[config.mk]
export PLATFORM = sky130hd
export DESIGN_NAME = imgchk_top
export DESIGN_NICKNAME = d
export VERILOG_FILES = /design/src/rtl/imgchk_pkg.sv /design/src/rtl/imgchk_crc16.sv /design/src/rtl/imgchk_preamble.sv /design/src/rtl/imgchk_optscan.sv /design/src/rtl/imgchk_top.sv
export SDC_FILE = /design/constraint.sdc
export NUM_CORES = 1
export LEC_CHECK = 0
export BUFFER_PORTS_ARGS = -buffer_cell sky130_fd_sc_hd__buf_4
export CORE_ASPECT_RATIO = 0.9
export CORE_MARGIN = 10
export CORE_UTILIZATION = 51
export DETAILED_ROUTE_END_ITERATION = 8
export PLACE_DENSITY_LB_ADDON = 0.08
export SLEW_MARGIN = 5
export SYNTH_ARGS = -nofsm -noshare
export SYNTH_HDL_FRONTEND = slang
export SYNTH_HIERARCHICAL = 1
export SYNTH_SLANG_ARGS = --single-unit
export TNS_END_PERCENT = 100
[constraint.sdc]
create_clock -name clk -period 4.9 [get_ports clk]
set_input_delay 0.98 -clock clk [delete_from_list [all_inputs] [get_ports clk]]
set_output_delay 0.98 -clock clk [all_outputs]
set_load 0.03 [all_outputs]
[src/rtl/imgchk_pkg.sv]
package imgchk_pkg;

    typedef enum logic [2:0] {
        RSN_NONE   = 3'd0,
        RSN_STATUS = 3'd1,
        RSN_SYNC   = 3'd2,
        RSN_OPTION = 3'd3,
        RSN_CRC    = 3'd4
    } reason_e;

    localparam logic [15:0] STATUS_BOOTABLE = 16'h00FF;
    localparam logic [7:0]  PRE_FILL        = 8'hFF;
    localparam logic [7:0]  PRE_MARK0       = 8'hAA;
    localparam logic [7:0]  PRE_MARK1       = 8'h99;
    localparam logic [7:0]  OPT_TAG0        = 8'h31;
    localparam logic [7:0]  OPT_TAG1        = 8'h61;

    typedef enum logic [1:0] {
        PRE_WAIT_FIRST,
        PRE_IN_FILL,
        PRE_WAIT_MARK1,
        PRE_LOCKED
    } pre_state_e;

    typedef enum logic {
        CHK_IDLE,
        CHK_RUN
    } chk_state_e;

    // One byte through a non-reflected CRC-16, bits taken MSB first.
    function automatic logic [15:0] crc16_step(input logic [15:0] cur,
                                               input logic [7:0]  data,
                                               input logic [15:0] poly);
        logic [15:0] r;
        r = cur;
        for (int i = 7; i >= 0; i--) begin
            if (r[15] ^ data[i]) r = (r << 1) ^ poly;
            else                 r = r << 1;
        end
        return r;
    endfunction

endpackage

[src/rtl/imgchk_crc16.sv]
module imgchk_crc16 #(
    parameter logic [15:0] POLY = 16'h8005,
    parameter logic [15:0] SEED = 16'h0000
) (
    input  logic       clk,
    input  logic       rst_n,
    input  logic       clear_i,
    input  logic       step_i,
    input  logic [7:0] byte_i,
    output logic [7:0] with_lo_o,
    output logic [7:0] with_hi_o
);
    import imgchk_pkg::*;

    typedef struct packed {
        logic [15:0] acc;
    } crc_st_t;

    crc_st_t st_d, st_q;
    logic [15:0] with_byte;

    always_comb begin
        with_byte = crc16_step(st_q.acc, byte_i, POLY);
        st_d      = st_q;
        if (clear_i)     st_d.acc = SEED;
        else if (step_i) st_d.acc = with_byte;
    end

    always_ff @(posedge clk or negedge rst_n) begin
        if (!rst_n) st_q <= '{acc: SEED};
        else        st_q <= st_d;
    end

    // Result including the byte on the input, split into bytes.
    assign with_lo_o = with_byte[7:0];
    assign with_hi_o = with_byte[15:8];

endmodule

[src/rtl/imgchk_preamble.sv]
module imgchk_preamble (
    input  logic       clk,
    input  logic       rst_n,
    input  logic       clear_i,
    input  logic       step_i,
    input  logic [7:0] byte_i,
    output logic       ok_now_o,
    output logic       bad_now_o
);
    import imgchk_pkg::*;

    typedef struct packed {
        pre_state_e st;
    } pre_st_t;

    pre_st_t st_d, st_q;

    always_comb begin
        st_d      = st_q;
        ok_now_o  = 1'b0;
        bad_now_o = 1'b0;
        unique case (st_q.st)
            PRE_WAIT_FIRST: begin
                bad_now_o = (byte_i != PRE_FILL);
                if (step_i && !bad_now_o) st_d.st = PRE_IN_FILL;
            end
            PRE_IN_FILL: begin
                bad_now_o = (byte_i != PRE_FILL) && (byte_i != PRE_MARK0);
                if (step_i && byte_i == PRE_MARK0) st_d.st = PRE_WAIT_MARK1;
            end
            PRE_WAIT_MARK1: begin
                bad_now_o = (byte_i != PRE_MARK1);
                ok_now_o  = !bad_now_o;
                if (step_i && ok_now_o) st_d.st = PRE_LOCKED;
            end
            PRE_LOCKED: begin
                ok_now_o = 1'b1;
            end
            default: st_d.st = PRE_WAIT_FIRST;
        endcase
        if (clear_i) st_d.st = PRE_WAIT_FIRST;
    end

    always_ff @(posedge clk or negedge rst_n) begin
        if (!rst_n) st_q <= '{st: PRE_WAIT_FIRST};
        else        st_q <= st_d;
    end

endmodule

[src/rtl/imgchk_optscan.sv]
module imgchk_optscan #(
    parameter int WIN = 64
) (
    input  logic       clk,
    input  logic       rst_n,
    input  logic       clear_i,
    input  logic       step_i,
    input  logic [7:0] byte_i,
    output logic       found_now_o,
    output logic       miss_now_o
);
    import imgchk_pkg::*;

    localparam int IDX_W = $clog2(WIN + 1);
    localparam logic [IDX_W-1:0] IDX_LAST = IDX_W'(WIN - 1);
    localparam logic [IDX_W-1:0] IDX_END  = IDX_W'(WIN);

    typedef struct packed {
        logic [IDX_W-1:0] idx;
        logic [7:0]       prev1;
        logic [7:0]       prev2;
        logic             found;
    } opt_st_t;

    opt_st_t st_d, st_q;
    logic    in_win;
    logic    hit;

    always_comb begin
        in_win      = (st_q.idx < IDX_END);
        hit         = in_win && (st_q.prev2 == OPT_TAG0) &&
                      (st_q.prev1 == OPT_TAG1) && byte_i[7];
        found_now_o = st_q.found || hit;
        miss_now_o  = (st_q.idx == IDX_LAST) && !found_now_o;

        st_d = st_q;
        if (clear_i) begin
            st_d = '0;
        end else if (step_i) begin
            if (in_win) st_d.idx = st_q.idx + IDX_W'(1);
            st_d.prev2 = st_q.prev1;
            st_d.prev1 = byte_i;
            st_d.found = found_now_o;
        end
    end

    always_ff @(posedge clk or negedge rst_n) begin
        if (!rst_n) st_q <= '0;
        else        st_q <= st_d;
    end

endmodule

[src/rtl/imgchk_top.sv]
module imgchk_top #(
    parameter int          LEN_W     = 24,
    parameter int          OPT_WIN   = 64,
    parameter bit          CHECK_CRC = 1'b1,
    parameter logic [15:0] CRC_POLY  = 16'h8005,
    parameter logic [15:0] CRC_SEED  = 16'h0000
) (
    input  logic             clk,
    input  logic             rst_n,
    input  logic             start_i,
    input  logic [15:0]      hdr_status_i,
    input  logic [15:0]      hdr_crc_i,
    input  logic [LEN_W-1:0] hdr_len_i,
    input  logic             in_valid_i,
    input  logic [7:0]       in_byte_i,
    output logic             done_o,
    output logic             pass_o,
    output logic [2:0]       reason_o
);
    import imgchk_pkg::*;

    typedef struct packed {
        chk_state_e       state;
        logic [LEN_W-1:0] cnt;
        logic [LEN_W-1:0] len;
        logic [15:0]      crc_exp;
        logic             done;
        logic             pass;
        reason_e          reason;
    } top_st_t;

    top_st_t st_d, st_q;

    logic step;
    logic pre_ok, pre_bad;
    logic opt_found, opt_miss;
    logic crc_ok;
    logic last_byte;

    assign step = (st_q.state == CHK_RUN) && in_valid_i && !start_i;

    imgchk_preamble u_pre (
        .clk       (clk),
        .rst_n     (rst_n),
        .clear_i   (start_i),
        .step_i    (step),
        .byte_i    (in_byte_i),
        .ok_now_o  (pre_ok),
        .bad_now_o (pre_bad)
    );

    imgchk_optscan #(.WIN(OPT_WIN)) u_opt (
        .clk         (clk),
        .rst_n       (rst_n),
        .clear_i     (start_i),
        .step_i      (step),
        .byte_i      (in_byte_i),
        .found_now_o (opt_found),
        .miss_now_o  (opt_miss)
    );

    generate
        if (CHECK_CRC) begin : g_crc
            logic [7:0] lo, hi;
            imgchk_crc16 #(.POLY(CRC_POLY), .SEED(CRC_SEED)) u_crc (
                .clk       (clk),
                .rst_n     (rst_n),
                .clear_i   (start_i),
                .step_i    (step),
                .byte_i    (in_byte_i),
                .with_lo_o (lo),
                .with_hi_o (hi)
            );
            assign crc_ok = ({hi, lo} == st_q.crc_exp);
        end else begin : g_nocrc
            assign crc_ok = 1'b1;
        end
    endgenerate

    always_comb begin
        st_d      = st_q;
        st_d.done = 1'b0;
        last_byte = (st_q.cnt == st_q.len - LEN_W'(1));

        if (start_i) begin
            st_d.len     = hdr_len_i;
            st_d.crc_exp = hdr_crc_i;
            st_d.cnt     = '0;
            if (hdr_status_i != STATUS_BOOTABLE) begin
                st_d.state  = CHK_IDLE;
                st_d.done   = 1'b1;
                st_d.pass   = 1'b0;
                st_d.reason = RSN_STATUS;
            end else if (hdr_len_i == '0) begin
                st_d.state  = CHK_IDLE;
                st_d.done   = 1'b1;
                st_d.pass   = 1'b0;
                st_d.reason = RSN_SYNC;
            end else begin
                st_d.state = CHK_RUN;
            end
        end else if (step) begin
            st_d.cnt = st_q.cnt + LEN_W'(1);
            if (pre_bad || opt_miss || last_byte) begin
                st_d.state = CHK_IDLE;
                st_d.done  = 1'b1;
                st_d.pass  = 1'b0;
                if (pre_bad || (last_byte && !pre_ok)) st_d.reason = RSN_SYNC;
                else if (opt_miss || !opt_found)       st_d.reason = RSN_OPTION;
                else if (!crc_ok)                      st_d.reason = RSN_CRC;
                else begin
                    st_d.pass   = 1'b1;
                    st_d.reason = RSN_NONE;
                end
            end
        end
    end

    always_ff @(posedge clk or negedge rst_n) begin
        if (!rst_n) begin
            st_q <= '{state: CHK_IDLE, cnt: '0, len: '0, crc_exp: '0,
                      done: 1'b0, pass: 1'b0, reason: RSN_NONE};
        end else begin
            st_q <= st_d;
        end
    end

    assign done_o   = st_q.done;
    assign pass_o   = st_q.pass;
    assign reason_o = st_q.reason;

endmodule

==> results of run 1 <==
[synthesized netlist by cell type, types with 15 or more instances]
library cell	number	share of area
sky130_fd_sc_hd__o21ai_0	15	0.012
sky130_fd_sc_hd__nand3_1	15	0.012
sky130_fd_sc_hd__inv_1	17	0.0099
sky130_fd_sc_hd__nor2_1	70	0.041
sky130_fd_sc_hd__nand2_1	28	0.016
sky130_fd_sc_hd__xnor2_1	33	0.045
sky130_fd_sc_hd__xor2_1	47	0.064
sky130_fd_sc_hd__dfrtp_1	112	0.43
sky130_fd_sc_hd__nor4_1	17	0.016
sky130_fd_sc_hd__mux2_2	38	0.066
sky130_fd_sc_hd__mux2i_1	30	0.046
[area by class of cell]
cell class                      instances  area share
Clock buffer                           10      0.0313
Clock inverter                          6     0.00701
Inverter                               17     0.00872
Multi-Input combinational cell        459       0.465
Sequential cell                       112       0.383
Tap cell                              160      0.0274
Timing Repair Buffer                   76      0.0780
[critical path, stage by stage (launching register included)]
cell	delay, ns
sky130_fd_sc_hd__dfrtp_1	0.43
sky130_fd_sc_hd__inv_1	0.10
sky130_fd_sc_hd__ha_1	0.28
sky130_fd_sc_hd__nor3b_1	0.81
sky130_fd_sc_hd__nand2_1	0.19
sky130_fd_sc_hd__or4_1	0.52
sky130_fd_sc_hd__o31a_1	0.15
sky130_fd_sc_hd__or3_1	0.35
sky130_fd_sc_hd__or3_4	0.41
sky130_fd_sc_hd__or3_1	0.39
sky130_fd_sc_hd__o2bb2ai_2	0.13
[metrics by stage]
stage	cell area (um^2)	cells	total power [W]	utilization	worst slack, ns
floorplan	6460	624	0.00126	-	1.37
global placement	7040	824	0.00137	0.576	1.26
detailed placement	7040	824	0.00138	0.576	1.09
CTS	7320	840	0.00210	0.599	1.09
global route	7320	840	0.00218	0.599	0.878
finish	7320	840	0.00207	0.599	1.07
[flip-flops by register name, indices dropped and copies added, names as in the netlist]
name,flops
st_q,65
u_opt/st_q,24
g_crc.u_crc/st_q,16
reason_o,3
u_pre/st_q,2
done_o,1
pass_o,1
[layer usage]
metal	up-vias	wire (um)
li1	2324	-
met1	2342	7570
met2	114	6780
met3	11	691
met4	0	161
met5	-	0
[final timing paths]
check / endpoint / slack [ns] / cells past startpoint
min in group asynchronous: u_opt/st_q[9] / 0.75 / 1
max in group asynchronous: u_opt/st_q[23] / 3.11 / 2
worst max register to register: pass_o / 1.07 / 10
worst min-delay path: st_q[8] / 0.53 / 1
worst max-delay path: pass_o / 1.07 / 10
worst min register to register: st_q[8] / 0.53 / 1
[kinds of logic after synthesis]
family | synth area share
AND/OR/NAND/NOR | 0.193
adder cells (fa/ha/maj) | 0.0135
flip-flops | 0.434
XOR/XNOR | 0.123
AO/OA/AOI/OAI | 0.0809
buffers and inverters | 0.0406
multiplexers | 0.115
[power by group]
| part | internal (W) | total (W) | switching [W] |
|---|---|---|---|
| registers | 0.000967 | 0.00102 | 0.0000532 |
| logic | 0.000167 | 0.000342 | 0.000174 |
| clock network | 0.000353 | 0.000712 | 0.000359 |
| total | 0.00149 | 0.00207 | 0.000587 |
==> out/qor.log, run 1 <==
INFO  status         run_status=complete, no violations
INFO  sta            post_layout_min_period=3.83ns
INFO  grt            grt_first_pass_wirelength=25.2mm
INFO  route          postRouteAntennaNets=0
INFO  synthesis      asyncSetResetFlopFracSynth=1.00
INFO  synthesis      synthesis.nets=699
INFO  cts            clk-insertion-delay-late=0.36ns
INFO  setup_path     worst_setup_path_end_kind=register
INFO  sta            setup-violations-final=0
INFO  cells_and_area layout-area-overhead-vs-synth=13.2%
INFO  cts            clock_sink_count=112
INFO  sta            setup_repair_after_global_routing_missed_its_margin=no
INFO  hold_path      timing.hold.worst.class=register to register
INFO  cts            cts_root_buffer_type=sky130_fd_sc_hd__clkbuf_16
INFO  cts            post-cts-setup-buffers=0
INFO  die            die_area=17600um^2
INFO  placement      portBuffers=72
INFO  cells_and_area drive_gt1_frac=0.228
INFO  cells_and_area multi_input_area=3400um^2
INFO  die            ios=73
INFO  setup_path     worst_ep_required_time=5.19ns
INFO  grt            grt.total_usage=0.173
INFO  die            area_inside_the_core_boundary=12200um^2
INFO  synthesis      synth-seq-area-share=0.434
INFO  grt            top_usage_layer=met2
INFO  synthesis      number_of_enable_type_register_cells_in_the_synthesized_netlist=0
INFO  synthesis      yosys_register_bits=112
INFO  synthesis      post_synth.cell_area_avg=10.4um^2
INFO  sta            finalHoldViolations=0
INFO  synthesis      synthFlopType=sky130_fd_sc_hd__dfrtp_1
INFO  pwr            p_leak=3.08nW
INFO  sta            setup-tns-final=0ns
INFO  grt            grtUsageMet1=0.243
INFO  route          detail_route.wirelength=15.2mm
INFO  cells_and_area design.final.nets=750
INFO  die            floorplan.rows=38
INFO  sta            period_share=0.782
INFO  die            die_height=127um
INFO  setup_path     worstSetupPathType=register to register
INFO  sta            achievable_clock_frequency=261MHz
INFO  cts            tritoncts_clock_tree=yes
INFO  die            dieWidth=139um
INFO  cells_and_area layout.cells.most_common=sky130_fd_sc_hd__dfrtp_1
INFO  grt            grt_pass1_vias=4852
INFO  run            max_cap_violations=0
INFO  grt            grt_antenna_before_repair=0
INFO  placement      gp_routability_congestion=0.903
INFO  hold_path      holdCritStartpoint=st_q[8]
INFO  pwr            power.density=283nW/um^2
INFO  cells_and_area most_frequent_cells_in_the_layout=sky130_fd_sc_hd__dfrtp_1, sky130_fd_sc_hd__buf_4, sky130_fd_sc_hd__nor2_1
INFO  cells_and_area antennaDiodeCount=0
INFO  grt            grt_start_max_net_pins=79
INFO  synthesis      total_of_warnings_raised_by_yosys=6
INFO  setup_path     startpoint_type=register
INFO  synthesis      netlist_instances=624
INFO  sta            final-max-slew-violation-count=0
INFO  synthesis      ys_types=71
INFO  grt            grt.overflow.total=0
INFO  synthesis      post_synthesis_cell_area=6460um^2
INFO  sta            slew_headroom=0.343
INFO  route          vias_per_cell=5.70
INFO  sta            worst_slew_pin_slew=0.985ns
INFO  cts            postCtsHoldBufs=0
INFO  setup_path     worst-path-max-fanout=7
INFO  setup_path     crit_start=st_q[21]
INFO  cts            post_cts_resize_count=0
INFO  cts            clk_transition_reported_paths=0.07ns
INFO  route          vias=4791
INFO  cells_and_area n_fill_cell=1034
INFO  sta            post_route_skew=0.00694ns
INFO  pwr            vdd.ir_drop.worst=244uV
INFO  setup_path     worstPathArrival=4.12ns
INFO  cts            cts_htree_levels=3
INFO  route          drc_errors=0
INFO  route          drtIter0Drc=268
INFO  cts            max-clock-path-buffers=2
INFO  cts            cts_made_buffers=9
INFO  cells_and_area seq_area=2800um^2
INFO  grt            global_route.usage.met2=0.263
INFO  route          drt-wirelength-per-cell=18.1um
INFO  placement      hpwl=11.2mm
INFO  setup_path     launch_point_of_the_worst_reg_to_reg_path=st_q[21]
INFO  grt            grt.met3_usage=0.0410
INFO  die            effective_utilization_at_floorplan=0.529
INFO  sta            hold_ws=0.530ns
INFO  route          drt-pass1-iter-count=5
No activity file was read; power rests on OpenSTA's default activity.
==> run 2: changes to the inputs <==
Clock period 4.9 ns to 3.9 ns, I/O delays scaled along.
==> out/qor.log, run 2 (synthesis gave the netlist of run 1 again) <==
INFO  cts            clock_sink_count=112
INFO  cells_and_area max_flop_register=st_q
INFO  cells_and_area layout-area-overhead-vs-synth=13.9%
INFO  die            ios=73
INFO  sta            setup-violations-final=0
INFO  cts            post_cts_resize_count=0
INFO  setup_path     path_delay_family=simple AND/OR/NAND/NOR gates
INFO  setup_path     critical-path-top-cell-by-count=sky130_fd_sc_hd__or3_1
INFO  cts            clk-insertion-delay-late=0.36ns
INFO  sta            setup_repair_after_global_routing_missed_its_margin=no
INFO  route          vias_per_cell=5.81
INFO  cts            cts_made_buffers=9
INFO  pwr            power.density=354nW/um^2
INFO  cts            tritoncts_clock_tree=yes
INFO  cells_and_area most_frequent_cells_in_the_layout=sky130_fd_sc_hd__dfrtp_1, sky130_fd_sc_hd__buf_4, sky130_fd_sc_hd__nor2_1
INFO  setup_path     worst_ep_required_time=4.14ns
INFO  sta            achievable_clock_frequency=270MHz
INFO  cells_and_area n_fill_cell=1023
INFO  sta            slew_headroom=0.351
INFO  cells_and_area number_of_flip_flops_under_the_largest_register_name=65
INFO  setup_path     critPathSlowestCell=sky130_fd_sc_hd__or4_1
INFO  cells_and_area biggestRegsByFlops=st_q (65), u_opt/st_q (24), g_crc.u_crc/st_q (16)
INFO  die            die_height=127um
INFO  setup_path     worst-path-max-fanout=8
INFO  sta            post_layout_min_period=3.70ns
INFO  setup_path     critical_path.cell_chain=or4_1 -> or3_1 -> or4_4 -> nor3_1 -> a31oi_1 -> or3_1 -> or3_4 -> o21a_1 -> a221o_1
INFO  cts            post-cts-setup-buffers=0
INFO  route          route.met3.wl=831um
INFO  placement      dp_slack=0.223ns
INFO  grt            grt_antenna_before_repair=0
INFO  route          drt-wirelength-per-cell=18.2um
INFO  cells_and_area design.final.nets=753
INFO  route          drt-pass1-iter-count=5
INFO  grt            grt_pass1_vias=4795
INFO  cts            clk_transition_reported_paths=0.08ns
INFO  route          topRoutingLayerUsed=met4
INFO  cts            postCtsHoldBufs=0
INFO  die            dieWidth=139um
INFO  cells_and_area layout.cells.most_common=sky130_fd_sc_hd__dfrtp_1
INFO  run            max_cap_violations=0
INFO  setup_path     worstSetupPathType=register to register
INFO  cts            cts_htree_levels=3
INFO  pwr            p_leak=3.10nW
INFO  die            effective_utilization_at_floorplan=0.529
INFO  die            die_area=17600um^2
INFO  cells_and_area drive_gt1_frac=0.234
INFO  cells_and_area antennaDiodeCount=0
INFO  setup_path     worstPathArrival=3.94ns
INFO  die            floorplan.rows=38
INFO  die            area_inside_the_core_boundary=12200um^2
INFO  placement      gp_routability_congestion=0.874
INFO  route          met2WireLength=6.86mm
INFO  hold_path      timing.hold.worst.class=register to register
INFO  route          vias=4900
INFO  status         run_status=complete, no violations
INFO  sta            finalHoldViolations=0
INFO  route          drtIter0Drc=442
INFO  pwr            vdd.ir_drop.worst=379uV
INFO  grt            grt.total_usage=0.172
INFO  route          routedLengthMet1=7.43mm
INFO  placement      portBuffers=72
INFO  cts            max-clock-path-buffers=2
INFO  cts            cts_root_buffer_type=sky130_fd_sc_hd__clkbuf_16
INFO  placement      hpwl=11.1mm
INFO  setup_path     critPathBufInv=0
INFO  sta            post_route_skew=0.00459ns
INFO  sta            worst_slew_pin_slew=0.973ns
INFO  sta            final-max-slew-violation-count=0
INFO  grt            grt_first_pass_wirelength=24.9mm
INFO  grt            grt_start_max_net_pins=87
INFO  route          drc_errors=0
INFO  setup_path     worst_path_largest_cell_delay=0.70ns
INFO  sta            timing.final.ws_setup=0.199ns
INFO  route          detail_route.wirelength=15.3mm
INFO  setup_path     startpoint_type=register
INFO  setup_path     worst_setup_path_end_kind=register
INFO  grt            grt.overflow.total=0
INFO  route          postRouteAntennaNets=0
INFO  sta            period_share=0.949
INFO  sta            setup-tns-final=0ns
-- run 2: worst paths after layout --
| path | start | end | slack (ns) | depth (start not counted) |
|---|---|---|---|---|
| max | st_q[25] | reason_o[0] | 0.20 | 9 |
| min | u_opt/st_q[3] | u_opt/st_q[3] | 0.53 | 2 |
| max reg2reg | st_q[25] | reason_o[0] | 0.20 | 9 |
| min reg2reg | u_opt/st_q[3] | u_opt/st_q[3] | 0.53 | 2 |
| max in group asynchronous | rst_n | st_q[61] | 2.56 | 2 |
| min in group asynchronous | rst_n | u_opt/st_q[17] | 0.57 | 1 |
-- run 2: cell type report --
class	instances	area, um^2	area share
clock buffer	10	229	0.0311
tap	160	200	0.0272
inverter	17	63.8	0.00867
multi-input combinational	459	3410	0.463
clock inverter	6	50.0	0.00680
timing repair buffer	79	606	0.0823
sequential	112	2800	0.381
-- run 2: tightest hold or removal path: cells and delay by family (launching register included) --
family	cells	cell delay (ns)
flops	1	0.35
mux	1	0.07
simple gates	1	0.08
-- run 2: power by group --
| group | total [W] | internal (W) | switching, W |
|---|---|---|---|
| combinational | 0.000435 | 0.000215 | 0.000220 |
| clock | 0.000890 | 0.000442 | 0.000448 |
| sequential | 0.00128 | 0.00121 | 0.0000657 |
| total | 0.00261 | 0.00187 | 0.000734 |
-- run 2: through the flow --
stage                     area [um^2]  power, W  cells  utilization  hold slack [ns]
after floorplan                  6460   0.00158    624            -            0.460
after global placement           7070   0.00173    827        0.579            0.498
after detailed placement         7070   0.00174    827        0.579            0.509
after CTS                        7350   0.00264    843        0.602            0.527
after global routing             7360   0.00272    843        0.602            0.548
final                            7360   0.00261    843        0.602            0.529
-- run 2: routing by layer --
metal | vias up | global-route usage
met1 | 2418 | 0.237
li1 | 2339 | -
met5 | - | 0
met2 | 132 | 0.261
met4 | 0 | 0.0552
met3 | 11 | 0.0407
